[src/rtl/tdm_sched_pkg.sv]
package tdm_sched_pkg;

  typedef enum logic [2:0] {
    CMD_NOP  = 3'd0,
    CMD_PRE  = 3'd1,
    CMD_ACT  = 3'd2,
    CMD_RD   = 3'd3,
    CMD_WR   = 3'd4,
    CMD_PREA = 3'd5,
    CMD_REF  = 3'd6
  } cmd_e;

  typedef enum logic [1:0] {
    MODE_IDLE    = 2'd0,
    MODE_SERVE   = 2'd1,
    MODE_REFRESH = 2'd2
  } mode_e;

endpackage

[src/rtl/tdm_slot_timer.sv]
module tdm_slot_timer #(
  parameter int SLOT_LEN  = 8,
  parameter int NUM_SLOTS = 3,
  parameter int CYC_W     = $clog2(SLOT_LEN),
  parameter int SLOT_W    = $clog2(NUM_SLOTS)
) (
  input  logic              clk,
  input  logic              rst,
  output logic [CYC_W-1:0]  cyc_o,
  output logic [SLOT_W-1:0] slot_o
);

  localparam logic [CYC_W-1:0]  CYC_LAST  = CYC_W'(SLOT_LEN - 1);
  localparam logic [SLOT_W-1:0] SLOT_LAST = SLOT_W'(NUM_SLOTS - 1);

  logic [CYC_W-1:0]  cyc_q;
  logic [SLOT_W-1:0] slot_q;

  always_ff @(posedge clk) begin
    if (rst) begin
      cyc_q  <= '0;
      slot_q <= '0;
    end else if (cyc_q == CYC_LAST) begin
      cyc_q  <= '0;
      slot_q <= (slot_q == SLOT_LAST) ? '0 : slot_q + 1'b1;
    end else begin
      cyc_q  <= cyc_q + 1'b1;
    end
  end

  assign cyc_o  = cyc_q;
  assign slot_o = slot_q;

endmodule

[src/rtl/tdm_req_queue.sv]
module tdm_req_queue #(
  parameter int DEPTH  = 4,
  parameter int DATA_W = 24,
  parameter int ID_W   = 2,
  parameter int ID_LSB = 22
) (
  input  logic              clk,
  input  logic              rst,
  input  logic              push_i,
  input  logic [DATA_W-1:0] push_data_i,
  input  logic [ID_W-1:0]   sel_id_i,
  input  logic              pop_i,
  output logic              hit_o,
  output logic [DATA_W-1:0] hit_data_o
);

  localparam int IDX_W = (DEPTH > 1) ? $clog2(DEPTH) : 1;
  localparam int CNT_W = $clog2(DEPTH + 1);

  logic [DATA_W-1:0] mem_q     [DEPTH];
  logic [DATA_W-1:0] shift_src [DEPTH];
  logic [CNT_W-1:0]  count_q;
  logic [IDX_W-1:0]  hit_idx;
  logic              hit;
  logic              do_pop;
  logic              accept;
  logic [CNT_W-1:0]  wr_pos;

  // head-to-tail priority search: lowest matching index wins
  always_comb begin
    hit     = 1'b0;
    hit_idx = '0;
    for (int i = DEPTH - 1; i >= 0; i--) begin
      if ((CNT_W'(i) < count_q) && (mem_q[i][ID_LSB +: ID_W] == sel_id_i)) begin
        hit     = 1'b1;
        hit_idx = IDX_W'(i);
      end
    end
  end

  assign hit_o      = hit;
  assign hit_data_o = mem_q[hit_idx];

  // source of each entry when the entries above a removed one slide down
  for (genvar g = 0; g < DEPTH; g++) begin : g_src
    if (g == DEPTH - 1) begin : g_top
      assign shift_src[g] = mem_q[g];
    end else begin : g_mid
      assign shift_src[g] = mem_q[g+1];
    end
  end

  assign do_pop = pop_i & hit;
  assign accept = push_i & ((count_q != CNT_W'(DEPTH)) | do_pop);
  assign wr_pos = do_pop ? count_q - 1'b1 : count_q;

  always_ff @(posedge clk) begin
    for (int i = 0; i < DEPTH; i++) begin
      if (accept && (wr_pos == CNT_W'(i))) begin
        mem_q[i] <= push_data_i;
      end else if (do_pop && (IDX_W'(i) >= hit_idx)) begin
        mem_q[i] <= shift_src[i];
      end
    end
  end

  always_ff @(posedge clk) begin
    if (rst) begin
      count_q <= '0;
    end else begin
      count_q <= count_q - CNT_W'(do_pop) + CNT_W'(accept);
    end
  end

endmodule

[src/rtl/tdm_cmd_ctrl.sv]
module tdm_cmd_ctrl
  import tdm_sched_pkg::*;
#(
  parameter int SLOT_LEN  = 8,
  parameter int NUM_SLOTS = 3,
  parameter int T_RP      = 2,
  parameter int T_RCD     = 2,
  parameter int T_RFC     = 6,
  parameter int T_REFI    = 66,
  parameter int DATA_W    = 24,
  parameter int KIND_BIT  = 21,
  parameter int CYC_W     = $clog2(SLOT_LEN)
) (
  input  logic              clk,
  input  logic              rst,
  input  logic [CYC_W-1:0]  cyc_i,
  input  logic              q_hit_i,
  input  logic [DATA_W-1:0] q_data_i,
  output logic              pop_o,
  output logic [2:0]        cmd_o,
  output logic [DATA_W-1:0] req_o
);

  localparam int PREA_DATE = T_REFI - T_RP;
  localparam int PERIOD    = NUM_SLOTS * SLOT_LEN;
  localparam int REF_AT    = T_RP - 1;
  localparam int END_AT    = REF_AT + T_RFC;
  localparam int CREF_W    = $clog2(PREA_DATE);

  localparam logic [CYC_W-1:0]  ACT_CYC  = CYC_W'(T_RP);
  localparam logic [CYC_W-1:0]  CAS_CYC  = CYC_W'(T_RP + T_RCD);
  localparam logic [CYC_W-1:0]  LAST_CYC = CYC_W'(SLOT_LEN - 1);
  localparam logic [CREF_W-1:0] CREF_TOP = CREF_W'(PREA_DATE - 1);
  localparam logic [CREF_W-1:0] CREF_REF = CREF_W'(REF_AT);
  localparam logic [CREF_W-1:0] CREF_END = CREF_W'(END_AT);

  mode_e              mode_q, mode_d;
  logic [CREF_W-1:0]  cref_q, cref_d;
  logic [DATA_W-1:0]  cur_q, cur_d;
  cmd_e               cmd_q, cmd_d;
  logic [DATA_W-1:0]  req_q, req_d;
  logic               pop;
  logic               window_ok;

  assign window_ok = (int'(cref_q) + PERIOD) < PREA_DATE;

  always_comb begin
    mode_d = mode_q;
    cref_d = (cref_q == CREF_TOP) ? '0 : cref_q + 1'b1;
    cur_d  = cur_q;
    cmd_d  = CMD_NOP;
    req_d  = '0;
    pop    = 1'b0;
    case (mode_q)
      MODE_IDLE: begin
        if (window_ok) begin
          if ((cyc_i == '0) && q_hit_i) begin
            pop    = 1'b1;
            cur_d  = q_data_i;
            cmd_d  = CMD_PRE;
            req_d  = q_data_i;
            mode_d = MODE_SERVE;
          end
        end else if (cref_q == CREF_TOP) begin
          cmd_d  = CMD_PREA;
          cref_d = '0;
          mode_d = MODE_REFRESH;
        end
      end
      MODE_SERVE: begin
        if (cyc_i == ACT_CYC) begin
          cmd_d = CMD_ACT;
          req_d = cur_q;
        end else if (cyc_i == CAS_CYC) begin
          cmd_d = cur_q[KIND_BIT] ? CMD_WR : CMD_RD;
          req_d = cur_q;
        end else if (cyc_i == LAST_CYC) begin
          mode_d = MODE_IDLE;
        end else begin
          req_d = cur_q;
        end
      end
      MODE_REFRESH: begin
        if (cref_q == CREF_REF) begin
          cmd_d = CMD_REF;
        end else if (cref_q == CREF_END) begin
          mode_d = MODE_IDLE;
          cref_d = '0;
        end
      end
      default: mode_d = MODE_IDLE;
    endcase
  end

  always_ff @(posedge clk) begin
    if (rst) begin
      mode_q <= MODE_IDLE;
      cref_q <= '0;
      cur_q  <= '0;
      cmd_q  <= CMD_NOP;
      req_q  <= '0;
    end else begin
      mode_q <= mode_d;
      cref_q <= cref_d;
      cur_q  <= cur_d;
      cmd_q  <= cmd_d;
      req_q  <= req_d;
    end
  end

  assign pop_o = pop;
  assign cmd_o = cmd_q;
  assign req_o = req_q;

endmodule

[src/rtl/tdm_cmd_sched.sv]
module tdm_cmd_sched #(
  parameter int SLOT_LEN  = 8,
  parameter int NUM_SLOTS = 3,
  parameter int T_RP      = 2,
  parameter int T_RCD     = 2,
  parameter int T_RFC     = 6,
  parameter int T_REFI    = 66,
  parameter int Q_DEPTH   = 4,
  parameter int BG_W      = 2,
  parameter int BA_W      = 2,
  parameter int ROW_W     = 8,
  parameter int COL_W     = 6
) (
  input  logic                         clk,
  input  logic                         rst,
  input  logic                         arr_valid,
  input  logic [$clog2(NUM_SLOTS)-1:0] arr_id,
  input  logic                         arr_write,
  input  logic [BG_W-1:0]              arr_bg,
  input  logic [BA_W-1:0]              arr_bank,
  input  logic [ROW_W-1:0]             arr_row,
  input  logic [COL_W-1:0]             arr_col,
  output logic [2:0]                   cmd_o,
  output logic [$clog2(NUM_SLOTS)-1:0] out_id,
  output logic                         out_write,
  output logic [BG_W-1:0]              out_bg,
  output logic [BA_W-1:0]              out_bank,
  output logic [ROW_W-1:0]             out_row,
  output logic [COL_W-1:0]             out_col
);

  localparam int ID_W     = $clog2(NUM_SLOTS);
  localparam int CYC_W    = $clog2(SLOT_LEN);
  localparam int REQ_W    = ID_W + 1 + BG_W + BA_W + ROW_W + COL_W;
  localparam int ID_LSB   = REQ_W - ID_W;
  localparam int KIND_BIT = ID_LSB - 1;

  logic [CYC_W-1:0] cyc_w;
  logic [ID_W-1:0]  slot_w;
  logic [REQ_W-1:0] arr_pack;
  logic [REQ_W-1:0] hit_data;
  logic [REQ_W-1:0] req_out;
  logic             hit;
  logic             pop;

  assign arr_pack = {arr_id, arr_write, arr_bg, arr_bank, arr_row, arr_col};

  tdm_slot_timer #(
    .SLOT_LEN (SLOT_LEN),
    .NUM_SLOTS(NUM_SLOTS),
    .CYC_W    (CYC_W),
    .SLOT_W   (ID_W)
  ) u_timer (
    .clk   (clk),
    .rst   (rst),
    .cyc_o (cyc_w),
    .slot_o(slot_w)
  );

  tdm_req_queue #(
    .DEPTH (Q_DEPTH),
    .DATA_W(REQ_W),
    .ID_W  (ID_W),
    .ID_LSB(ID_LSB)
  ) u_queue (
    .clk        (clk),
    .rst        (rst),
    .push_i     (arr_valid),
    .push_data_i(arr_pack),
    .sel_id_i   (slot_w),
    .pop_i      (pop),
    .hit_o      (hit),
    .hit_data_o (hit_data)
  );

  tdm_cmd_ctrl #(
    .SLOT_LEN (SLOT_LEN),
    .NUM_SLOTS(NUM_SLOTS),
    .T_RP     (T_RP),
    .T_RCD    (T_RCD),
    .T_RFC    (T_RFC),
    .T_REFI   (T_REFI),
    .DATA_W   (REQ_W),
    .KIND_BIT (KIND_BIT),
    .CYC_W    (CYC_W)
  ) u_ctrl (
    .clk     (clk),
    .rst     (rst),
    .cyc_i   (cyc_w),
    .q_hit_i (hit),
    .q_data_i(hit_data),
    .pop_o   (pop),
    .cmd_o   (cmd_o),
    .req_o   (req_out)
  );

  assign {out_id, out_write, out_bg, out_bank, out_row, out_col} = req_out;

endmodule

[config.mk]
export PLATFORM = sky130hd
export DESIGN_NAME = tdm_cmd_sched
export DESIGN_NICKNAME = d
export VERILOG_FILES = /design/src/rtl/tdm_sched_pkg.sv /design/src/rtl/tdm_slot_timer.sv /design/src/rtl/tdm_req_queue.sv /design/src/rtl/tdm_cmd_ctrl.sv /design/src/rtl/tdm_cmd_sched.sv
export SDC_FILE = /design/constraint.sdc
export NUM_CORES = 1
export LEC_CHECK = 0
export ABC_AREA = 1
export BUFFER_PORTS_ARGS = -buffer_cell sky130_fd_sc_hd__clkbuf_2
export CAP_MARGIN = 25
export CORE_MARGIN = 1.5
export CORE_UTILIZATION = 50
export DETAILED_ROUTE_END_ITERATION = 12
export PLACE_DENSITY = 0.68
export SETUP_SLACK_MARGIN = 0.3
export SYNTH_ARGS = -nofsm -noshare
export SYNTH_HDL_FRONTEND = slang
export SYNTH_SLANG_ARGS = --single-unit
[constraint.sdc]
create_clock -name clk -period 10.18 [get_ports clk]
set_input_delay 2.036 -clock clk [delete_from_list [all_inputs] [get_ports clk]]
set_output_delay 2.036 -clock clk [all_outputs]
set_load 0.005 [all_outputs]
After elaboration in Yosys (flattened, before gate mapping)
Memory sizes are Yosys's and may differ from the RTL's.
Cells that the tools add are included.
{"block": "totals", "reg_bits": 61, "latchBits": 0, "ramBits": 84, "rom_bits": 0, "input_bits": 24, "out_inout_bits": 24, "elab_cells": 141, "n_memories": 1}
{"block": "op_classes", "add_sub_neg": 7, "multipliers": 0, "div": 0, "n_lt_le_gt_ge": 9, "eq_ne": 24, "n_shift": 0, "muxes": 66, "bitwise": 7, "reduce_logical": 19}
{"name": "u_queue.mem_q", "depth": 4, "word_bits": 21, "rd": 5, "rd_clocked_by_memory_dff": 0, "write_ports": 4, "line_no": "tdm_req_queue.sv:20", "text": "logic [DATA_W-1:0] mem_q [DEPTH];"}
{"op": "$mux W21", "count": 9}
{"op": "$pmux W21 S2", "count": 1}
{"op": "$lt A32 B8 Y1 const B", "count": 1}
{"op": "$mux W6", "count": 5}
{"op": "$mux W1", "count": 28}
{"op": "$mux W2", "count": 13}
{"op": "$mux W3", "count": 7}
{"op": "$logic_and A1 B1 Y1", "count": 13}
{"op": "$pmux W6 S2", "count": 1}
{"op": "$eq A3 B2 Y1 const B", "count": 3}
{"op": "$pmux W3 S3", "count": 1}
{"op": "$eq A2 B2 Y1", "count": 4}
{"op": "$add A6 B5 Y7 const B", "count": 1}
{"op": "$reduce_and A7 Y1", "count": 1}
{"op": "$add A6 B1 Y6 const B", "count": 1}
{"op": "$eq A3 B3 Y1 const B", "count": 2}
{"op": "$eq A6 B1 Y1 const B", "count": 1}
{"op": "$eq A6 B3 Y1 const B", "count": 1}
{"op": "$eq A6 B6 Y1 const B", "count": 1}
{"op": "$logic_not A3 Y1", "count": 2}
{"op": "$lt A1 B3 Y1 const A", "count": 2}
{"op": "$lt A2 B3 Y1 const A", "count": 2}
{"op": "$ne A2 B2 Y1 const B", "count": 3}
{"op": "$ne A3 B3 Y1 const B", "count": 2}
{"op": "18 further kinds", "count": 27}

Longest topological paths before layout
Gate-level depths: netlist of the first run.
An unclocked memory read counts as a cell.
{"block": "logic_depth", "depth_word": 18, "mapped_depth": 21, "ltp_nobuf": 18}

Hierarchy
From an unflattened synthesis of the first run, not the netlist that was laid out.
{"block": "hier_totals", "hier_cells": 781, "area_unflattened_um2": 6962.9}
{"mod": "tdm_req_queue", "n_inst": 1, "cells_per_inst": 520, "area_per_inst_um2": 4729.5, "seq_area_each_um2": 2582.5}
{"mod": "tdm_cmd_ctrl", "n_inst": 1, "cells_per_inst": 237, "area_per_inst_um2": 2035.7, "seq_area_each_um2": 1061.0}
{"mod": "tdm_slot_timer", "n_inst": 1, "cells_per_inst": 24, "area_per_inst_um2": 197.7, "seq_area_each_um2": 100.1}

Least setup slack after synthesis of the first run
No wires, ideal clock.
{"block": "synth_path", "kind": "input -> register", "start": "input arr_valid", "end": "memory u_queue.mem_q[3][0] in the netlist's numbering, enable pin", "setup_time_ns": 0.453, "t_arrival_ns": 4.238, "required_time_ns": 9.727, "slack_ns": 5.489, "cell_stages": 2, "path_buffers": 0, "cell_sequence": "nand2_4 nor4_1"}
{"element": "start: declaration", "line_no": "tdm_cmd_sched.sv:16", "text": "input logic arr_valid,"}
{"element": "end: declaration", "line_no": "tdm_req_queue.sv:20"}

==> summary.txt, run 1 <==
Timing
  • Number of slew-limit violations in the final report: 0
  • Setup violations, final: 0
  • Max-slew headroom at the worst pin: 0.3608
  • Post-route fraction of the period consumed by the critical path: 0.4167
  • Unrepaired setup endpoints after global routing: no
  • Measured slew at the worst slew-check pin: 0.9565 ns
  • Number of hold violations in the final report: 0
  • Highest Clock Rate: 235.7 MHz
  • Summed negative setup slack over all endpoints: 0 ns
  • Clock Skews: 0.01297 ns
  • Time the worst path needs with I/O delays and setup: 4.242 ns

Synth
  • Synth cell types: 32
  • Main flop type after synthesis: sky130_fd_sc_hd__edfxtp_1
  • Syn Std Cell Area: 0.006843 sq mm
  • Share of async-settable or async-resettable flops after synthesis: 0
  • Nets in the synthesized netlist: 830
  • Warnings, synthesis: 0
  • Flops & latches, synth: 145
  • Sequential fraction of the synthesis area: 0.5471
  • Number of enable-type register cells in the synthesized netlist: 84
  • Mean cell area of the mapped netlist: 8.651 sq um
  • Post-synthesis instance total: 791

Global route
  • Met1 layer usage reported by global route: 0.3118
  • Vias in the first global route: 5139
  • Largest net degree at the start of global routing: 52
  • Layer carrying the most global-route usage: met2
  • Wire length of the first global-routing pass: 25.66 mm
  • Initial antenna violation count: 0
  • Met2 track utilization from global routing: 0.3546
  • Leftover overflow at the end of global routing: 0
  • Met3 Use GR: 0.05751
  • Total track usage: 0.2310

Floorplan
  • Initial core utilization: 0.5147
  • Die Width: 120.0 microns
  • Number of core rows: 42
  • I/O pin count: 48
  • Standard cell core area: 0.01330 sq mm
  • Full die area: 0.01440 sq mm
  • Height of the die: 120.0 microns

Routing
  • Detailed Routing Iterations Pass 1: 6
  • Post-detailed-routing wire length: 15.79 mm
  • Detail-routed via count per cell: 5.394
  • Total via count after detailed routing: 5443
  • Remaining antenna violation count after routing: 0
  • Final routed wire length divided by cell count: 15.65 microns
  • Remaining routing DRC violations: 0
  • Initial detailed-routing violation count: 639

Pwr
  • Internal Dissipation: 0.001505 W
  • Fraction of power consumed by the clock network: 0.235
  • Gate power share: 0.365
  • IR drop worst, VDD: 0.1524 mV
  • Switch Pwr: 0.0009893 W
  • Flop pwr share: 0.400
  • Switching fraction of total power: 0.3967
  • Overall power after layout: 0.002494 W
  • Lkg Pwr: 3.299 nW
  • Power per cell area: 324.7 mW/mm^2

Placement
  • Placed cell count: 977
  • Placed Instance Area: 0.007118 sq mm
  • Placer's final routability congestion estimate: 0.8831
  • Number of buffers inserted by port buffering: 47
  • Sum of net half-perimeters after detailed placement: 10.52 mm

Final layout
  • Area growth from synthesis to layout: 12.25%
  • Design Area, Final: 0.007681 sq mm
  • Most frequent standard cell in the layout excluding fill and tap cells: sky130_fd_sc_hd__nand2_1
  • Nets: 859
  • Proportion of layout cells with a drive suffix above 1: 0.1417
  • Final std cells w/o fill: 1009
  • Fill cell count: 1154
  • Commonest cells after routing, fill and taps aside: 289 x sky130_fd_sc_hd__nand2_1, 128 x sky130_fd_sc_hd__nand3_1, 84 x sky130_fd_sc_hd__edfxtp_1
  • Count of inserted antenna diode cells: 0

Clock tree
  • CTS Hold Buffers Added: 0
  • Clock tree from TritonCTS: yes
  • Post-cts gate resize count: 0
  • Clock-pin slew on the worst setup and hold paths: 0.06 ns
  • Buffers inserted by post-CTS timing repair: 0
  • Later-pin clock latency in the skew report: 0.43 ns
  • Num CTS Buffers: 17
  • Number of levels in the clock H-tree: 4
  • Clock tree root buffer cell: sky130_fd_sc_hd__clkbuf_16
  • Number of sinks handled by clock tree synthesis: 145
  • Buffer levels on the longest clock path: 2

Setup path
  • Critical path endpoint category: flip-flop
  • Top fanout value on the critical path: 29
  • CP Class: reg2reg
  • Critical Path RT: 10.14 ns
  • Setup slack on the worst flop-to-flop path: 5.94 ns
  • Kind of launch point of the worst setup path: flip-flop
  • Critical path arrival: 4.20 ns

Flow run
  • Count of max-cap constraint violations: 0

Worst hold path
  • Worst min-delay path category: reg2reg

Outcome
  • Run status: finished, final reports clean
-- critical path, cell delays in order (launching register included) --
cell and delay, ns:
sky130_fd_sc_hd__dfxtp_1 0.40, sky130_fd_sc_hd__inv_1 0.13, sky130_fd_sc_hd__ha_1 0.23, sky130_fd_sc_hd__a21oi_1 0.14, sky130_fd_sc_hd__nand3_1 0.12, sky130_fd_sc_hd__nand2_1 0.10
sky130_fd_sc_hd__inv_2 0.05, sky130_fd_sc_hd__nand2_4 0.08, sky130_fd_sc_hd__nand3_4 0.30, sky130_fd_sc_hd__inv_1 0.76, sky130_fd_sc_hd__ha_1 0.37, sky130_fd_sc_hd__inv_1 0.11
sky130_fd_sc_hd__nor2_4 0.07, sky130_fd_sc_hd__nand2_4 0.26, sky130_fd_sc_hd__nand2_1 0.63
-- flip-flops by register name, indices dropped and copies added, names as in the netlist --
register / count
u_queue.count_q: 3
u_ctrl.req_o: 21
u_queue.mem_q: 84
u_ctrl.cur_q: 21
u_timer.cyc_o: 3
u_ctrl.mode_q: 2
u_ctrl.cref_q: 6
u_ctrl.cmd_o: 3
u_timer.slot_o: 2
-- through the flow --
| step | util | hold WS, ns | setup WS [ns] |
|---|---|---|---|
| global route | 0.5777 | 0.4712 | 5.594 |
| detailed placement | 0.5354 | 0.4451 | 5.995 |
| CTS | 0.5777 | 0.4583 | 5.948 |
| global placement | 0.5343 | 0.4317 | 6.135 |
| finish | 0.5777 | 0.4549 | 5.938 |
| floorplan | - | 0.4173 | 5.489 |
-- area by class of cell --
class | count | area, sq um | area share
sequential | 145 | 3744 | 0.4874
multi-input combinational | 553 | 2675 | 0.3483
clock buffer | 19 | 464.2 | 0.06043
timing repair buffer | 54 | 295.3 | 0.03844
tap | 176 | 220.2 | 0.02867
inverter | 49 | 183.9 | 0.02395
clock inverter | 13 | 98.84 | 0.01287
-- metal layers --
| metal | wire length, microns | vias up | part of all wire |
|---|---|---|---|
| met4 | 331 | 0 | 0.021 |
| met2 | 7249 | 241 | 0.46 |
| met1 | 7018 | 2500 | 0.44 |
| met3 | 1195 | 27 | 0.076 |
| met5 | 0 | - | 0 |
| li1 | - | 2675 | - |
-- kinds of logic after synthesis --
family | count (synthesis) | share of synthesized area
flops | 145 | 0.5471
fa+ha+maj | 15 | 0.02852
compound gates | 62 | 0.04791
buf+inv | 93 | 0.06345
xor+xnor | 6 | 0.007681
simple gates | 470 | 0.3054
-- power groups by stage --
stage | Clock (W) | Sequential (W) | Combinational, W
floorplan | 0 | 0.000986 | 0.000700
global placement | 0 | 0.00100 | 0.000869
detailed placement | 0 | 0.00101 | 0.000901
CTS | 0.000595 | 0.000996 | 0.000908
global route | 0.000619 | 0.00102 | 0.00102
finish | 0.000586 | 0.000998 | 0.000910
-- synth_stat cells (7+ instances only) --
master	number	area share
sky130_fd_sc_hd__nor2_1	20	0.011
sky130_fd_sc_hd__buf_6	7	0.012
sky130_fd_sc_hd__edfxtp_1	84	0.37
sky130_fd_sc_hd__clkbuf_1	15	0.0082
sky130_fd_sc_hd__buf_2	14	0.010
sky130_fd_sc_hd__ha_1	14	0.026
sky130_fd_sc_hd__nand3_1	128	0.094
sky130_fd_sc_hd__dfxtp_1	61	0.18
sky130_fd_sc_hd__nand2_4	9	0.015
sky130_fd_sc_hd__a21oi_1	48	0.035
sky130_fd_sc_hd__inv_2	7	0.0038
sky130_fd_sc_hd__nand2_1	289	0.16
sky130_fd_sc_hd__inv_1	42	0.023
sky130_fd_sc_hd__o21ai_0	7	0.0051
-- worst paths after layout --
kind | from | end | cells after the start
max | u_queue.count_q[1]$_SDFF_PP0_ | u_queue.mem_q[2][3]$_DFFE_PP_ | 14
min | u_timer.cyc_o[0]$_SDFF_PP0_ | u_timer.cyc_o[0]$_SDFF_PP0_ | 1
max reg2reg | u_queue.count_q[1]$_SDFF_PP0_ | u_queue.mem_q[2][3]$_DFFE_PP_ | 14
min reg2reg | u_timer.cyc_o[0]$_SDFF_PP0_ | u_timer.cyc_o[0]$_SDFF_PP0_ | 1
Power figures use the tool's default switching activity.
==> run 2: changes to the inputs <==
Settings changed: PLACE_DENSITY 0.68 to 0.71.
Clock period 10.18 ns to 3.4 ns, I/O delays scaled along.
==> run 2 against run 1 <==
Against the previous run:
- final area rose by 1.4%
- sequential power grew to 3.0 times the previous value
- register-to-register slack got worse by 5.3 ns
- global-route usage down 1.4 points
- hold slack improved by 0.0038 ns
- final cell count up 0.79%
- flip-flop and latch count unchanged
- sequential share of layout area down 0.66 points
- clock power grew to 3.2 times the previous value
- critical endpoint is now u_queue.count_q[2]$_SDFF_PP0_
- largest cell class unchanged
- largest power group unchanged
==> summary.txt, run 2 (synthesis gave the netlist of run 1 again) <==
Final layout
  • Number of flip-flops in the largest register: 84 (unchanged)
  • Count of inserted antenna diode cells: 0 (unchanged)
  • Most frequent standard cell in the layout excluding fill and tap cells: sky130_fd_sc_hd__nand2_1
  • Register bank with the most flops: u_queue.mem_q
  • Design Area, Final: 0.007789 sq mm (+1.4%)
  • Area growth from synthesis to layout: 13.82%
  • Share of the core filled with cells in the final layout: 0.5858 (+0.008093)
  • Commonest cells after routing, fill and taps aside: 288 x sky130_fd_sc_hd__nand2_1, 128 x sky130_fd_sc_hd__nand3_1, 84 x sky130_fd_sc_hd__edfxtp_1
  • Proportion of layout cells with a drive suffix above 1: 0.1451 (+0.003409)
  • Nets: 867 (+0.93%)

Routing
  • Total via count after detailed routing: 5351 (-1.7%)
  • Remaining antenna violation count after routing: 0 (unchanged)
  • Post-detailed-routing wire length: 14.67 mm (-7.1%)
  • Final routed wire length divided by cell count: 14.42 microns (-7.9%)
  • Remaining routing DRC violations: 0 (unchanged)
  • Detail-routed via count per cell: 5.262 (-2.5%)
  • Detailed Routing Iterations Pass 1: 6 (unchanged)
  • Initial detailed-routing violation count: 459 (-28%)

Setup path
  • Critical path endpoint category: flip-flop
  • Critical path arrival: 3.10 ns (-1.10 ns)
  • CP Class: reg2reg
  • Critical Path Source: u_queue.count_q[2]$_SDFF_PP0_
  • FF-to-FF Start: u_queue.count_q[2]$_SDFF_PP0_
  • Critical Path RT: 3.70 ns (-6.44 ns)
  • Kind of launch point of the worst setup path: flip-flop
  • Critical Path End: u_queue.count_q[2]$_SDFF_PP0_
  • Worst r2r dst: u_queue.count_q[2]$_SDFF_PP0_
  • Setup slack on the worst flop-to-flop path: 0.61 ns (-5.33 ns)
  • Top fanout value on the critical path: 4 (-86%)
  • Worst r2r path cells: 16 (+2)

Clock tree
  • Num CTS Buffers: 17 (unchanged)
  • Buffer levels on the longest clock path: 2 (unchanged)
  • Clock tree from TritonCTS: yes
  • CTS Hold Buffers Added: 0 (unchanged)
  • Later-pin clock latency in the skew report: 0.43 ns (about the same)
  • Number of levels in the clock H-tree: 4 (unchanged)
  • Clock tree root buffer cell: sky130_fd_sc_hd__clkbuf_16
  • Number of sinks handled by clock tree synthesis: 145 (unchanged)
  • Clock-pin slew on the worst setup and hold paths: 0.06 ns (about the same)

Pwr
  • Switch Pwr: 0.002838 W (+190%)
  • Flop pwr share: 0.396 (-0.004)
  • Lkg Pwr: 3.336 nW (+1.1%)
  • Internal Dissipation: 0.004698 W (+210%)
  • Fraction of power consumed by the clock network: 0.245 (+0.010)
  • Gate power share: 0.359 (-0.006)
  • Power per cell area: 967.5 mW/mm^2 (+200%)
  • IR drop worst, VDD: 0.6474 mV (+320%)
  • Switching fraction of total power: 0.3766 (-0.02008)

Timing
  • Number of hold violations in the final report: 0 (unchanged)
  • Time the worst path needs with I/O delays and setup: 2.792 ns (-1.450 ns)
  • Number of slew-limit violations in the final report: 0 (unchanged)
  • Clock Skews: 0.006280 ns (-0.006688 ns)
  • Post-route fraction of the period consumed by the critical path: 0.8212 (+0.4045)
  • Highest Clock Rate: 358.1 MHz (+52%)
  • Max-slew headroom at the worst pin: 0.3481 (-0.01262)
  • Summed negative setup slack over all endpoints: 0 ns (unchanged)
  • Unrepaired setup endpoints after global routing: no
  • Slack of the critical path: 0.6078 ns (-5.330 ns)
  • Measured slew at the worst slew-check pin: 0.9733 ns (+0.01670 ns)
  • Setup violations, final: 0 (unchanged)

Floorplan
  • Initial core utilization: 0.5147 (unchanged)
  • I/O pin count: 48 (unchanged)
  • Die Width: 120.0 microns (unchanged)
  • Full die area: 0.01440 sq mm (unchanged)
  • Height of the die: 120.0 microns (unchanged)
  • Standard cell core area: 0.01330 sq mm (unchanged)
  • Number of core rows: 42 (unchanged)

Outcome
  • Run status: finished, final reports clean

Global route
  • Vias in the first global route: 4929 (-4.1%)
  • Leftover overflow at the end of global routing: 0 (unchanged)
  • Met3 Use GR: 0.05038 (-0.007129)
  • Met2 track utilization from global routing: 0.3346 (-0.02000)
  • Total track usage: 0.2168 (-0.01420)
  • Initial antenna violation count: 0 (unchanged)
  • Wire length of the first global-routing pass: 24.21 mm (-5.6%)
  • Met1 layer usage reported by global route: 0.2961 (-0.01565)
  • Largest net degree at the start of global routing: 47 (-9.6%)
  • Layer carrying the most global-route usage: met2

Placement
  • Placed Instance Area: 0.007159 sq mm (+0.58%)
  • Number of buffers inserted by port buffering: 47 (unchanged)
  • Placer's final routability congestion estimate: 0.8222 (-6.9%)
  • Sum of net half-perimeters after detailed placement: 10.55 mm (+0.25%)
  • Worst setup slack before clock tree synthesis: 0.1372 ns (-5.858 ns)

Worst hold path
  • Worst min-delay path category: reg2reg

Flow run
  • Count of max-cap constraint violations: 0 (unchanged)
==> run 2: repair_timing <==
action                     CTS  global route
setup endpoints to repair   92           136
resized for setup            4             2
buffers inserted             2             1
==> run 2: metrics by stage <==
stage,std cells,power [W],hold slack [ns]
after floorplan,791,0.005065,0.4173
after global placement,982,0.005550,0.4315
after detailed placement,982,0.005643,0.4498
after CTS,1016,0.007535,0.4572
after global routing,1017,0.008022,0.4805
final,1017,0.007536,0.4587
==> run 2: power groups by stage <==
stage	logic [W]	clock network [W]	registers [W]
6_report	0.00271	0.00185	0.00298
3_5_place_dp	0.00263	0	0.00302
4_1_cts	0.00270	0.00186	0.00298
5_1_grt	0.00304	0.00194	0.00304
3_3_place_gp	0.00256	0	0.00299
2_1_floorplan	0.00213	0	0.00294
==> run 2: area by class of cell <==
type                            instances  area (sq um)
Multi-Input combinational cell        553          2706
Inverter                               49         187.7
Tap cell                              176         220.2
Fill cell                            1132          5507
Clock inverter                         11         137.6
Clock buffer                           21         440.4
Sequential cell                       145          3745
Timing Repair Buffer                   62         351.6
==> run 2: per-layer routing <==
metal	up-vias	part of all wire
li1	2692	-
met1	2479	0.47
met2	161	0.45
met3	19	0.059
met4	0	0.018
met5	-	0
==> run 2: how the worst min path moves through the flow <==
stage	endpoint	slack (ns)	cells past startpoint	from
detailed placement	u_timer.cyc_o[0]$_SDFF_PP0_	0.45	1	u_timer.cyc_o[0]$_SDFF_PP0_
floorplan	u_timer.cyc_o[0]$_SDFF_PP0_	0.42	1	u_timer.cyc_o[0]$_SDFF_PP0_
finish	u_timer.cyc_o[0]$_SDFF_PP0_	0.46	1	u_timer.cyc_o[0]$_SDFF_PP0_
CTS	u_timer.cyc_o[0]$_SDFF_PP0_	0.46	1	u_timer.cyc_o[0]$_SDFF_PP0_
global route	u_queue.mem_q[3][13]$_DFFE_PP_	0.48	1	arr_row[7]
global placement	u_timer.cyc_o[0]$_SDFF_PP0_	0.43	1	u_timer.cyc_o[0]$_SDFF_PP0_
==> run 2: worst max-delay path, cell delays in order, from the launching register on <==
cell and delay [ns]:
sky130_fd_sc_hd__dfxtp_1 0.42, sky130_fd_sc_hd__inv_2 0.09, sky130_fd_sc_hd__ha_1 0.19, sky130_fd_sc_hd__a21oi_1 0.17
sky130_fd_sc_hd__nand3_1 0.11, sky130_fd_sc_hd__nand2_1 0.08, sky130_fd_sc_hd__inv_2 0.05, sky130_fd_sc_hd__nand2_4 0.08
sky130_fd_sc_hd__nand3_4 0.09, sky130_fd_sc_hd__clkinvlp_4 0.12, sky130_fd_sc_hd__ha_1 0.22, sky130_fd_sc_hd__inv_1 0.12
sky130_fd_sc_hd__ha_1 0.17, sky130_fd_sc_hd__inv_1 0.06, sky130_fd_sc_hd__fa_1 0.41, sky130_fd_sc_hd__xnor2_1 0.22
sky130_fd_sc_hd__nor2_1 0.06
